[src/rtl/signed_alu_pkg.sv]
package signed_alu_pkg;
  typedef enum logic [1:0] {
    OP_ADD  = 2'b00,
    OP_INC  = 2'b01,
    OP_PASS = 2'b10,
    OP_SUB  = 2'b11
  } alu_op_e;

  localparam int SEG_W = 7;
  localparam logic [SEG_W-1:0] SEG_BLANK = 7'h7F;
  localparam logic [SEG_W-1:0] SEG_MINUS = 7'h3F;

  // active-low digit code, bit order {g,f,e,d,c,b,a}
  function automatic logic [SEG_W-1:0] seg_digit(input int unsigned d);
    logic [SEG_W-1:0] on;
    case (d)
      0: on = 7'h3F;
      1: on = 7'h06;
      2: on = 7'h5B;
      3: on = 7'h4F;
      4: on = 7'h66;
      5: on = 7'h6D;
      6: on = 7'h7D;
      7: on = 7'h07;
      8: on = 7'h7F;
      9: on = 7'h6F;
      default: on = '0;
    endcase
    return ~on;
  endfunction
endpackage

[src/rtl/full_adder.sv]
module full_adder (
  input  logic a_i,
  input  logic b_i,
  input  logic c_i,
  output logic s_o,
  output logic c_o
);
  assign s_o = a_i ^ b_i ^ c_i;
  assign c_o = (a_i & b_i) | (c_i & (a_i ^ b_i));
endmodule

[src/rtl/ripple_adder.sv]
module ripple_adder #(
  parameter int W = 4
) (
  input  logic [W-1:0] a_i,
  input  logic [W-1:0] b_i,
  input  logic         cin_i,
  output logic [W-1:0] sum_o,
  output logic         c_msb_o,
  output logic         cout_o
);
  logic [W:0] carry;
  assign carry[0] = cin_i;

  for (genvar k = 0; k < W; k++) begin : g_bit
    full_adder fa_i (
      .a_i(a_i[k]),
      .b_i(b_i[k]),
      .c_i(carry[k]),
      .s_o(sum_o[k]),
      .c_o(carry[k+1])
    );
  end

  assign c_msb_o = carry[W-1];
  assign cout_o  = carry[W];
endmodule

[src/rtl/operand_mux.sv]
module operand_mux
  import signed_alu_pkg::*;
#(
  parameter int W = 4
) (
  input  alu_op_e      op_i,
  input  logic [W-1:0] y_i,
  output logic [W-1:0] b_o,
  output logic         cin_o
);
  always_comb begin
    unique case (op_i)
      OP_ADD:  b_o = y_i;
      OP_INC:  b_o = W'(1);
      OP_PASS: b_o = '0;
      OP_SUB:  b_o = ~y_i;
      default: b_o = '0;
    endcase
  end

  assign cin_o = (op_i == OP_SUB);
endmodule

[src/rtl/sign_mag_display.sv]
module sign_mag_display
  import signed_alu_pkg::*;
#(
  parameter int W = 4
) (
  input  logic [W-1:0]     sum_i,
  input  logic             ovf_i,
  output logic             neg_o,
  output logic [SEG_W-1:0] sign_seg_o,
  output logic [SEG_W-1:0] mag_seg_o
);
  logic [W-1:0] mag;

  assign neg_o = sum_i[W-1] & ~ovf_i;
  // most negative value negates to itself; read unsigned it is the magnitude
  assign mag   = sum_i[W-1] ? (~sum_i + W'(1)) : sum_i;

  always_comb begin
    if (ovf_i) begin
      sign_seg_o = SEG_BLANK;
      mag_seg_o  = SEG_BLANK;
    end else begin
      sign_seg_o = neg_o ? SEG_MINUS : SEG_BLANK;
      mag_seg_o  = seg_digit(int'(mag));
    end
  end
endmodule

[src/rtl/signed_alu_disp.sv]
module signed_alu_disp
  import signed_alu_pkg::*;
#(
  parameter int W = 4
) (
  input  logic [W-1:0]     x_i,
  input  logic [W-1:0]     y_i,
  input  logic [1:0]       op_i,
  output logic [W-1:0]     result_o,
  output logic             ovf_o,
  output logic             neg_o,
  output logic [SEG_W-1:0] sign_seg_o,
  output logic [SEG_W-1:0] mag_seg_o
);
  logic [W-1:0] b_op;
  logic         cin;
  logic         c_msb;
  logic         cout;

  operand_mux #(.W(W)) mux_i (
    .op_i (alu_op_e'(op_i)),
    .y_i  (y_i),
    .b_o  (b_op),
    .cin_o(cin)
  );

  ripple_adder #(.W(W)) add_i (
    .a_i    (x_i),
    .b_i    (b_op),
    .cin_i  (cin),
    .sum_o  (result_o),
    .c_msb_o(c_msb),
    .cout_o (cout)
  );

  assign ovf_o = c_msb ^ cout;

  sign_mag_display #(.W(W)) disp_i (
    .sum_i     (result_o),
    .ovf_i     (ovf_o),
    .neg_o     (neg_o),
    .sign_seg_o(sign_seg_o),
    .mag_seg_o (mag_seg_o)
  );
endmodule

[config.mk]
export PLATFORM = sky130hd
export DESIGN_NAME = signed_alu_disp
export DESIGN_NICKNAME = d
export VERILOG_FILES = /design/src/rtl/signed_alu_pkg.sv /design/src/rtl/full_adder.sv /design/src/rtl/ripple_adder.sv /design/src/rtl/operand_mux.sv /design/src/rtl/sign_mag_display.sv /design/src/rtl/signed_alu_disp.sv
export SDC_FILE = /design/constraint.sdc
export NUM_CORES = 1
export LEC_CHECK = 0
export ABC_AREA = 0
export BUFFER_PORTS_ARGS = -buffer_cell sky130_fd_sc_hd__buf_4
export CORE_AREA = 2 2 39 41
export DETAILED_ROUTE_END_ITERATION = 8
export DIE_AREA = 0 0 41 43
export PLACE_DENSITY_LB_ADDON = 0.15
export SYNTH_ARGS = -nofsm -noshare
export SYNTH_HDL_FRONTEND = slang
export SYNTH_HIERARCHICAL = 1
export SYNTH_SLANG_ARGS = --single-unit
[constraint.sdc]
create_clock -name vclk -period 7.9
set_clock_uncertainty 0.2 [all_clocks]
set_input_delay 0.395 -clock vclk [all_inputs]
set_output_delay 0.395 -clock vclk [all_outputs]
set_load 0.01 [all_outputs]
==> results of run 1 <==
-- metal layers --
layer,GRT usage (%),wire length (um),vias up
met5,0,0,-
met4,0,0,0
met3,0.524,61,0
met2,21.9,504,15
met1,17.3,433,210
li1,-,-,239
-- final cells by class --
| type | instances | area share (%) |
|---|---|---|
| tap | 16 | 3.07 |
| timing repair buffer | 24 | 27.6 |
| multi-input combinational | 51 | 65.3 |
| inverter | 7 | 4.03 |
-- stage by stage --
stage | cells | power [mW] | util, % | worst slack [ns]
2_1_floorplan | 64 | 0.0928 | - | 3.66
3_3_place_gp | 98 | 0.143 | 47.1 | 3.27
3_5_place_dp | 98 | 0.145 | 47.1 | 3.25
4_1_cts | 98 | 0.146 | 47.1 | 3.24
5_1_grt | 98 | 0.160 | 47.1 | 2.98
6_report | 98 | 0.143 | 47.1 | 3.25
-- cell usage after synthesis --
cell	count	share of area (%)
xnor2_1	1	1.8
a31oi_1	1	1.3
a41oi_1	1	1.8
and2b_4	1	2.1
a21o_1	5	7.9
xnor2_2	1	3.4
o21ai_0	1	1.0
or3_1	1	1.3
a211o_1	1	1.8
or2b_1	1	1.6
nand2_1	6	4.7
inv_1	7	5.5
or2_1	1	1.3
nor2_1	1	0.78
fa_1	4	17
or4b_1	2	4.2
xor2_1	2	3.7
nor4b_1	1	1.8
mux2i_1	5	10
conb_1	1	0.78
nor2b_1	1	1.3
nand3_1	3	3.1
ha_1	4	10
nor3b_1	1	1.6
buf_4	6	9.4
-- how the worst max path moves through the flow --
stage	start	slack, ns	end	cells past startpoint
2_1_floorplan	y_i[0]	3.66	mag_seg_o[5]	10
3_3_place_gp	op_i[0]	3.27	mag_seg_o[5]	13
3_5_place_dp	op_i[0]	3.25	mag_seg_o[5]	13
4_1_cts	op_i[0]	3.24	mag_seg_o[5]	13
5_1_grt	op_i[0]	2.98	mag_seg_o[5]	13
6_report	op_i[0]	3.25	mag_seg_o[5]	13
-- kinds of logic after synthesis --
logic type      synth area share [%]
fa+ha+maj                       27.2
other cells                    0.785
xor+xnor                        8.90
buf+inv                         14.9
simple gates                    23.8
mux                             10.5
compound gates                  13.9
-- where the power goes --
group          switching, mW  internal (mW)  leakage (nW)
logic                 0.0719         0.0715         0.367
registers                  0              0             0
clock network              0              0             0
-- worst min-delay path, delay by kind of cell --
kind	cells	cell delay, ns
adders and majority gates	1	0.30
buffers and inverters	2	0.26
==> impl_metrics.env, run 1 <==
export IMPL_status="complete, no violations"
export IMPL_max_freq_mhz=215
export IMPL_seq_cell_count=0
export IMPL_critPathKind="input pin to output pin"
export IMPL_hold_depth=3
export IMPL_powerDensity_mw_per_mm2=220
export IMPL_fill_cells=144
export IMPL_postCtsSetupRepairBufs=0
export IMPL_final_nets=102
export IMPL_hold_start="x_i[1]"
export IMPL_grt_pass1_wl_um=1650
export IMPL_port_buffers=24
export IMPL_slowest_delay_ns=0.69
export IMPL_cp_slowest_cell="fa_1"
export IMPL_die_w_um=41
export IMPL_synth_distinct_cells=25
export IMPL_row_count=14
export IMPL_drc=0
export IMPL_place_congestion=0.711
export IMPL_place_area_um2=652
export IMPL_path_max_fanout=9
export IMPL_relSlewSlack_pct=59.3
export IMPL_synth_area_um2=478
export IMPL_ant_nets=0
export IMPL_grt_overflow=0
export IMPL_seq_area_frac_synth_pct=0
export IMPL_slew_violations=0
export IMPL_rsz0062_at_grt="false"
export IMPL_path_delay_family="adder cells"
export IMPL_postSynthCellCount=59
export IMPL_startpoint_type="input pin"
export IMPL_dr_pass1_iters=3
export IMPL_clkbuf_count=0
export IMPL_required_ns=7.30
export IMPL_regArea_um2=0
export IMPL_hold_buffers=0
export IMPL_avgRoutedWirePerCell_um=10.2
export IMPL_arrival_ns=4.05
export IMPL_layout_common_cells="buf_4, inv_1, nand2_1, conb_1"
export IMPL_path_buf_inv=4
export IMPL_tightest_slew_ns=0.602
export IMPL_hold_violations=0
export IMPL_cts_repair_resized=0
export IMPL_ys_warn_count=6
export IMPL_via_per_inst=4.73
export IMPL_drtIter0Drc=3
export IMPL_hpwl_um=876
export IMPL_dieArea_mm2=0.00176
export IMPL_grtUsageTotal_pct=12.5
export IMPL_drive_gt1_share_pct=31.7
export IMPL_path_cells="buf_4, nand2_1, inv_1, fa_1, fa_1, fa_1, fa_1, mux2i_1, inv_1, ha_1, or3_1, a21o_1, buf_4"
export IMPL_final_common_cell="buf_4"
export IMPL_cpMostUsedCell="fa_1"
export IMPL_vdd_drop_max_v=0.000107
export IMPL_start_util_pct=34.5
export IMPL_holdPathEnd="result_o[1]"
export IMPL_min_path_type="input pin to output pin"
export IMPL_die_h_um=43
export IMPL_multi_input_area_um2=425
export IMPL_grt_pass1_vias=420
export IMPL_maxCapViolations=0
export IMPL_period_needed_ns=4.65
export IMPL_ios=30
export IMPL_fp_coreArea_mm2=0.00138
export IMPL_finalSetupTns_ns=0
export IMPL_postLayoutCellArea_um2=652
export IMPL_grt_antenna_before_repair=0
export IMPL_grt_max_degree=10
export IMPL_setup_viol=0
export IMPL_area_growth_pct=36.4
export IMPL_end_kind="output pin"
export IMPL_route_vias_total=464
export IMPL_drt_total_wl_um=999
export IMPL_leakage_nw=0.367
export IMPL_holdWs_ns=1.14
export IMPL_finalCritPeriodShare_pct=58.8
export IMPL_antenna_cells=0
export IMPL_avgSynthCellArea_um2=8.10
(Power assumes the default switching activity.)
==> run 2, diff against run 1 <==
==> constraint.sdc (replaced) <==
create_clock -name vclk -period 4.2
set_clock_uncertainty 0.2 [all_clocks]
set_input_delay 0.21 -clock vclk [all_inputs]
set_output_delay 0.21 -clock vclk [all_outputs]
set_load 0.01 [all_outputs]
==> run 2 against run 1 <==
Worst hold slack got worse by 0.37 ns. Critical path type unchanged. Worst setup slack worse by 2.9 ns. Sequential cell count did not move. Count of clock-buffer cells in the layout stayed put. Via count shrank 0.43%. Global-route usage down 0.93 points. Largest cell class unchanged. Power up 95%.
==> impl_metrics.env, run 2 (same netlist as run 1, synthesis figures left out) <==
export IMPL_status="complete, no violations"
export IMPL_tightest_slew_ns=0.560
export IMPL_grt_antenna_before_repair=0
export IMPL_required_ns=3.79
export IMPL_start_util_pct=34.5
export IMPL_fin_cells=101
export IMPL_path_cells="buf_4, nand2_1, inv_1, fa_1, fa_1, fa_1, fa_1, mux2i_1, inv_1, ha_1, or3_1, a21o_1, buf_4"
export IMPL_startpoint_type="input pin"
export IMPL_cpMostUsedCell="fa_1"
export IMPL_finalCritPeriodShare_pct=92.0
export IMPL_dieArea_mm2=0.00176
export IMPL_rsz0062_at_grt="false"
export IMPL_cts_repair_resized=0
export IMPL_period_needed_ns=3.86
export IMPL_ant_nets=0
export IMPL_seq_cell_count=0
export IMPL_die_h_um=43
export IMPL_relSlewSlack_pct=62.6
export IMPL_place_inst=101
export IMPL_area_growth_pct=41.1
export IMPL_pwr_share_seq_pct=0
export IMPL_min_path_type="input pin to output pin"
export IMPL_holdWs_ns=0.769
export IMPL_ios=30
export IMPL_avgRoutedWirePerCell_um=9.58
export IMPL_cp_slowest_cell="fa_1"
export IMPL_slowest_delay_ns=0.56
export IMPL_grt_overflow=0
export IMPL_dr_pass1_iters=1
export IMPL_regArea_um2=0
export IMPL_clkbuf_count=0
export IMPL_grtUsageTotal_pct=11.6
export IMPL_grt_pass1_vias=376
export IMPL_grt_pass1_wl_um=1560
export IMPL_hold_buffers=0
export IMPL_die_w_um=41
export IMPL_p_int_uw=143
export IMPL_end_kind="output pin"
export IMPL_critPathKind="input pin to output pin"
export IMPL_via_per_inst=4.57
export IMPL_arrival_ns=3.45
export IMPL_drive_gt1_share_pct=34.1
export IMPL_finalSetupTns_ns=0
export IMPL_antenna_cells=0
export IMPL_final_nets=105
export IMPL_hold_violations=0
export IMPL_maxCapViolations=0
export IMPL_setup_viol=0
export IMPL_drtIter0Drc=0
export IMPL_setup_ws_ns=0.337
export IMPL_switching_share_pct=48.9
export IMPL_layout_common_cells="buf_4, inv_1, nand2_1, conb_1"
export IMPL_hpwl_um=852
export IMPL_power_switching_uw=136
export IMPL_max_freq_mhz=259
export IMPL_final_common_cell="buf_4"
export IMPL_drt_total_wl_um=968
export IMPL_leakage_nw=0.382
export IMPL_grt_max_degree=10
export IMPL_fp_coreArea_mm2=0.00138
export IMPL_slew_violations=0
export IMPL_powerDensity_mw_per_mm2=414
export IMPL_place_ws_ns=0.337
export IMPL_share_comb_of_total_power_pct=100.0
export IMPL_postCtsSetupRepairBufs=0
export IMPL_route_vias_total=462
export IMPL_drc=0
export IMPL_vdd_drop_max_v=0.000193
export IMPL_place_congestion=0.735
export IMPL_port_buffers=24
export IMPL_fill_cells=151
export IMPL_pwr_share_clk_pct=0
export IMPL_row_count=14
export IMPL_path_max_fanout=4
-- run 2: cell types whose count changed in the layout (fill, tap and decap cells not counted) --
cell,previous run,this run
buf_4,24,27
-- run 2: path summary, 6_finish.rpt --
| check | startpoint | depth (start not counted) | end |
|---|---|---|---|
| max | op_i[0] | 13 | mag_seg_o[5] |
| min | x_i[1] | 3 | result_o[1] |
-- run 2: metrics by stage --
stage / instance area, um^2 / utilization [%] / total power, mW
final: 674 / 48.7 / 0.279
after global routing: 674 / 48.7 / 0.312
after CTS: 674 / 48.7 / 0.283
after detailed placement: 674 / 48.7 / 0.281
after global placement: 674 / 48.7 / 0.279
after floorplan: 497 / - / 0.174
-- run 2: cell type report --
type | count | area, um^2 | share of cell area, %
repair buffers | 27 | 203 | 30.1
inverters | 7 | 26.3 | 3.90
well taps | 16 | 20.0 | 2.97
multi-input cells | 51 | 425 | 63.1
-- run 2: worst max-delay path: cells and delay by family --
kind                     cells  cell delay (ns)
multiplexers                 1             0.24
AO/OA/AOI/OAI                1             0.18
buffers and inverters        4             0.40
adder cells (fa/ha/maj)      5             1.91
AND/OR/NAND/NOR              2             0.50
-- run 2: metal layers --
| metal | wire, um | track usage (%) | vias to the layer above | share of wire (%) |
|---|---|---|---|---|
| met5 | 0 | 0 | - | 0 |
| met3 | 57 | 0 | 0 | 5.9 |
| met1 | 447 | 18.8 | 204 | 46 |
| li1 | - | - | 243 | - |
| met2 | 462 | 17.8 | 15 | 48 |
| met4 | 0 | 0 | 0 | 0 |
-- run 2: power groups by stage --
stage                     Combinational, mW  Sequential, mW  Clock (mW)
after floorplan                       0.174               0           0
after global placement                0.279               0           0
after detailed placement              0.281               0           0
after CTS                             0.283               0           0
after global routing                  0.312               0           0
final                                 0.279               0           0
==> run 3, diff against run 2 <==
--- a/config.mk
+++ b/config.mk
@@ -11,6 +11,7 @@
 export DETAILED_ROUTE_END_ITERATION = 8
 export DIE_AREA = 0 0 41 43
 export PLACE_DENSITY_LB_ADDON = 0.15
+export REMOVE_ABC_BUFFERS = 1
 export SYNTH_ARGS = -nofsm -noshare
 export SYNTH_HDL_FRONTEND = slang
 export SYNTH_HIERARCHICAL = 1
==> run 3 against run 2 <==
Global-route usage fell by 0.67 points. First-iteration DRC count rose by 5. Worst setup slack improved by 0.016 ns. Sequential share of layout area did not move. Fmax rose by 0.40%. Final cell count did not move. Worst hold slack improved by 0.012 ns. Highest routed layer unchanged. Count of clock-buffer cells in the layout did not move.
==> impl_metrics.env, run 3 (same netlist as run 1, synthesis figures left out) <==
export IMPL_status="complete, no violations"
export IMPL_grt_antenna_before_repair=0
export IMPL_p_int_uw=142
export IMPL_fill_cells=147
export IMPL_fp_coreArea_mm2=0.00138
export IMPL_hold_violations=0
export IMPL_hold_depth=4
export IMPL_relSlewSlack_pct=60.1
export IMPL_via_per_inst=4.60
export IMPL_hold_buffers=0
export IMPL_grt_pass1_wl_um=1480
export IMPL_leakage_nw=0.382
export IMPL_path_max_fanout=4
export IMPL_avgRoutedWirePerCell_um=9.59
export IMPL_finalSetupTns_ns=0
export IMPL_pwr_share_seq_pct=0
export IMPL_required_ns=3.79
export IMPL_die_h_um=43
export IMPL_final_common_cell="buf_4"
export IMPL_min_path_type="input pin to output pin"
export IMPL_cts_repair_resized=0
export IMPL_critPathKind="input pin to output pin"
export IMPL_drtIter0Drc=5
export IMPL_vdd_drop_max_v=0.000256
export IMPL_antenna_cells=0
export IMPL_pwr_share_clk_pct=0
export IMPL_place_area_um2=674
export IMPL_drc=0
export IMPL_startpoint_type="input pin"
export IMPL_rsz0062_at_grt="false"
export IMPL_grt_overflow=0
export IMPL_fin_cells=101
export IMPL_regArea_um2=0
export IMPL_clkbuf_count=0
export IMPL_grt_max_degree=10
export IMPL_area_growth_pct=41.1
export IMPL_dieArea_mm2=0.00176
export IMPL_maxCapViolations=0
export IMPL_holdWs_ns=0.781
export IMPL_crit_path_start="op_i[0]"
export IMPL_postLayoutCellArea_um2=674
export IMPL_place_inst=101
export IMPL_final_nets=105
export IMPL_end_kind="output pin"
export IMPL_postCtsSetupRepairBufs=0
export IMPL_arrival_ns=3.44
export IMPL_die_w_um=41
export IMPL_power_switching_uw=136
export IMPL_drt_total_wl_um=969
export IMPL_tightest_slew_ns=0.596
export IMPL_ios=30
export IMPL_grt_pass1_vias=365
export IMPL_powerDensity_mw_per_mm2=413
export IMPL_max_freq_mhz=260
export IMPL_setup_viol=0
export IMPL_hpwl_um=829
export IMPL_critPathCapture="mag_seg_o[5]"
export IMPL_slew_violations=0
export IMPL_ant_nets=0
export IMPL_row_count=14
export IMPL_finalCritPeriodShare_pct=91.6
export IMPL_share_comb_of_total_power_pct=100.0
export IMPL_grtUsageTotal_pct=10.9
export IMPL_layout_common_cells="buf_4, inv_1, nand2_1, conb_1"
export IMPL_port_buffers=24
export IMPL_drive_gt1_share_pct=34.1
export IMPL_switching_share_pct=48.9
export IMPL_seq_cell_count=0
export IMPL_place_congestion=0.696
export IMPL_period_needed_ns=3.85
export IMPL_route_vias_total=465
export IMPL_start_util_pct=34.5
export IMPL_dr_pass1_iters=3
[run 3: worst min-delay path by stage]
stage	startpoint	endpoint
final	x_i[3]	result_o[3]
after global routing	x_i[3]	result_o[3]
after CTS	x_i[1]	result_o[1]
after detailed placement	x_i[3]	result_o[3]
after global placement	x_i[1]	result_o[1]
after floorplan	x_i[1]	result_o[1]
[run 3: metal layers]
layer	GRT usage [%]	routed length (um)	vias up
li1	-	-	241
met1	17.6	481	211
met2	16.9	444	13
met3	0	43	0
met4	0	0	0
met5	0	0	-
[run 3: final cells by class]
class                      instances  area [um^2]  area share, %
timing repair buffer              27          203           30.1
inverter                           7         26.3           3.90
multi-input combinational         51          425           63.1
tap                               16         20.0           2.97
[run 3: stage by stage]
| step | total power [mW] | utilization [%] | setup slack [ns] |
|---|---|---|---|
| CTS | 0.281 | 48.7 | 0.329 |
| global placement | 0.280 | 48.7 | 0.364 |
| finish | 0.278 | 48.7 | 0.352 |
| detailed placement | 0.280 | 48.7 | 0.339 |
| global route | 0.307 | 48.7 | 0.137 |
| floorplan | 0.170 | - | 0.329 |
[run 3: power groups by stage]
stage               Combinational (mW)  Sequential (mW)  Clock, mW
finish                           0.278                0          0
global route                     0.307                0          0
CTS                              0.281                0          0
detailed placement               0.280                0          0
global placement                 0.280                0          0
floorplan                        0.170                0          0
[run 3: worst max-delay path: stages]
cell,delay (ns)
buf_4,0.11
nand2_1,0.12
inv_1,0.07
fa_1,0.37
fa_1,0.39
fa_1,0.42
fa_1,0.54
mux2i_1,0.24
inv_1,0.09
ha_1,0.17
or3_1,0.38
a21o_1,0.18
buf_4,0.13
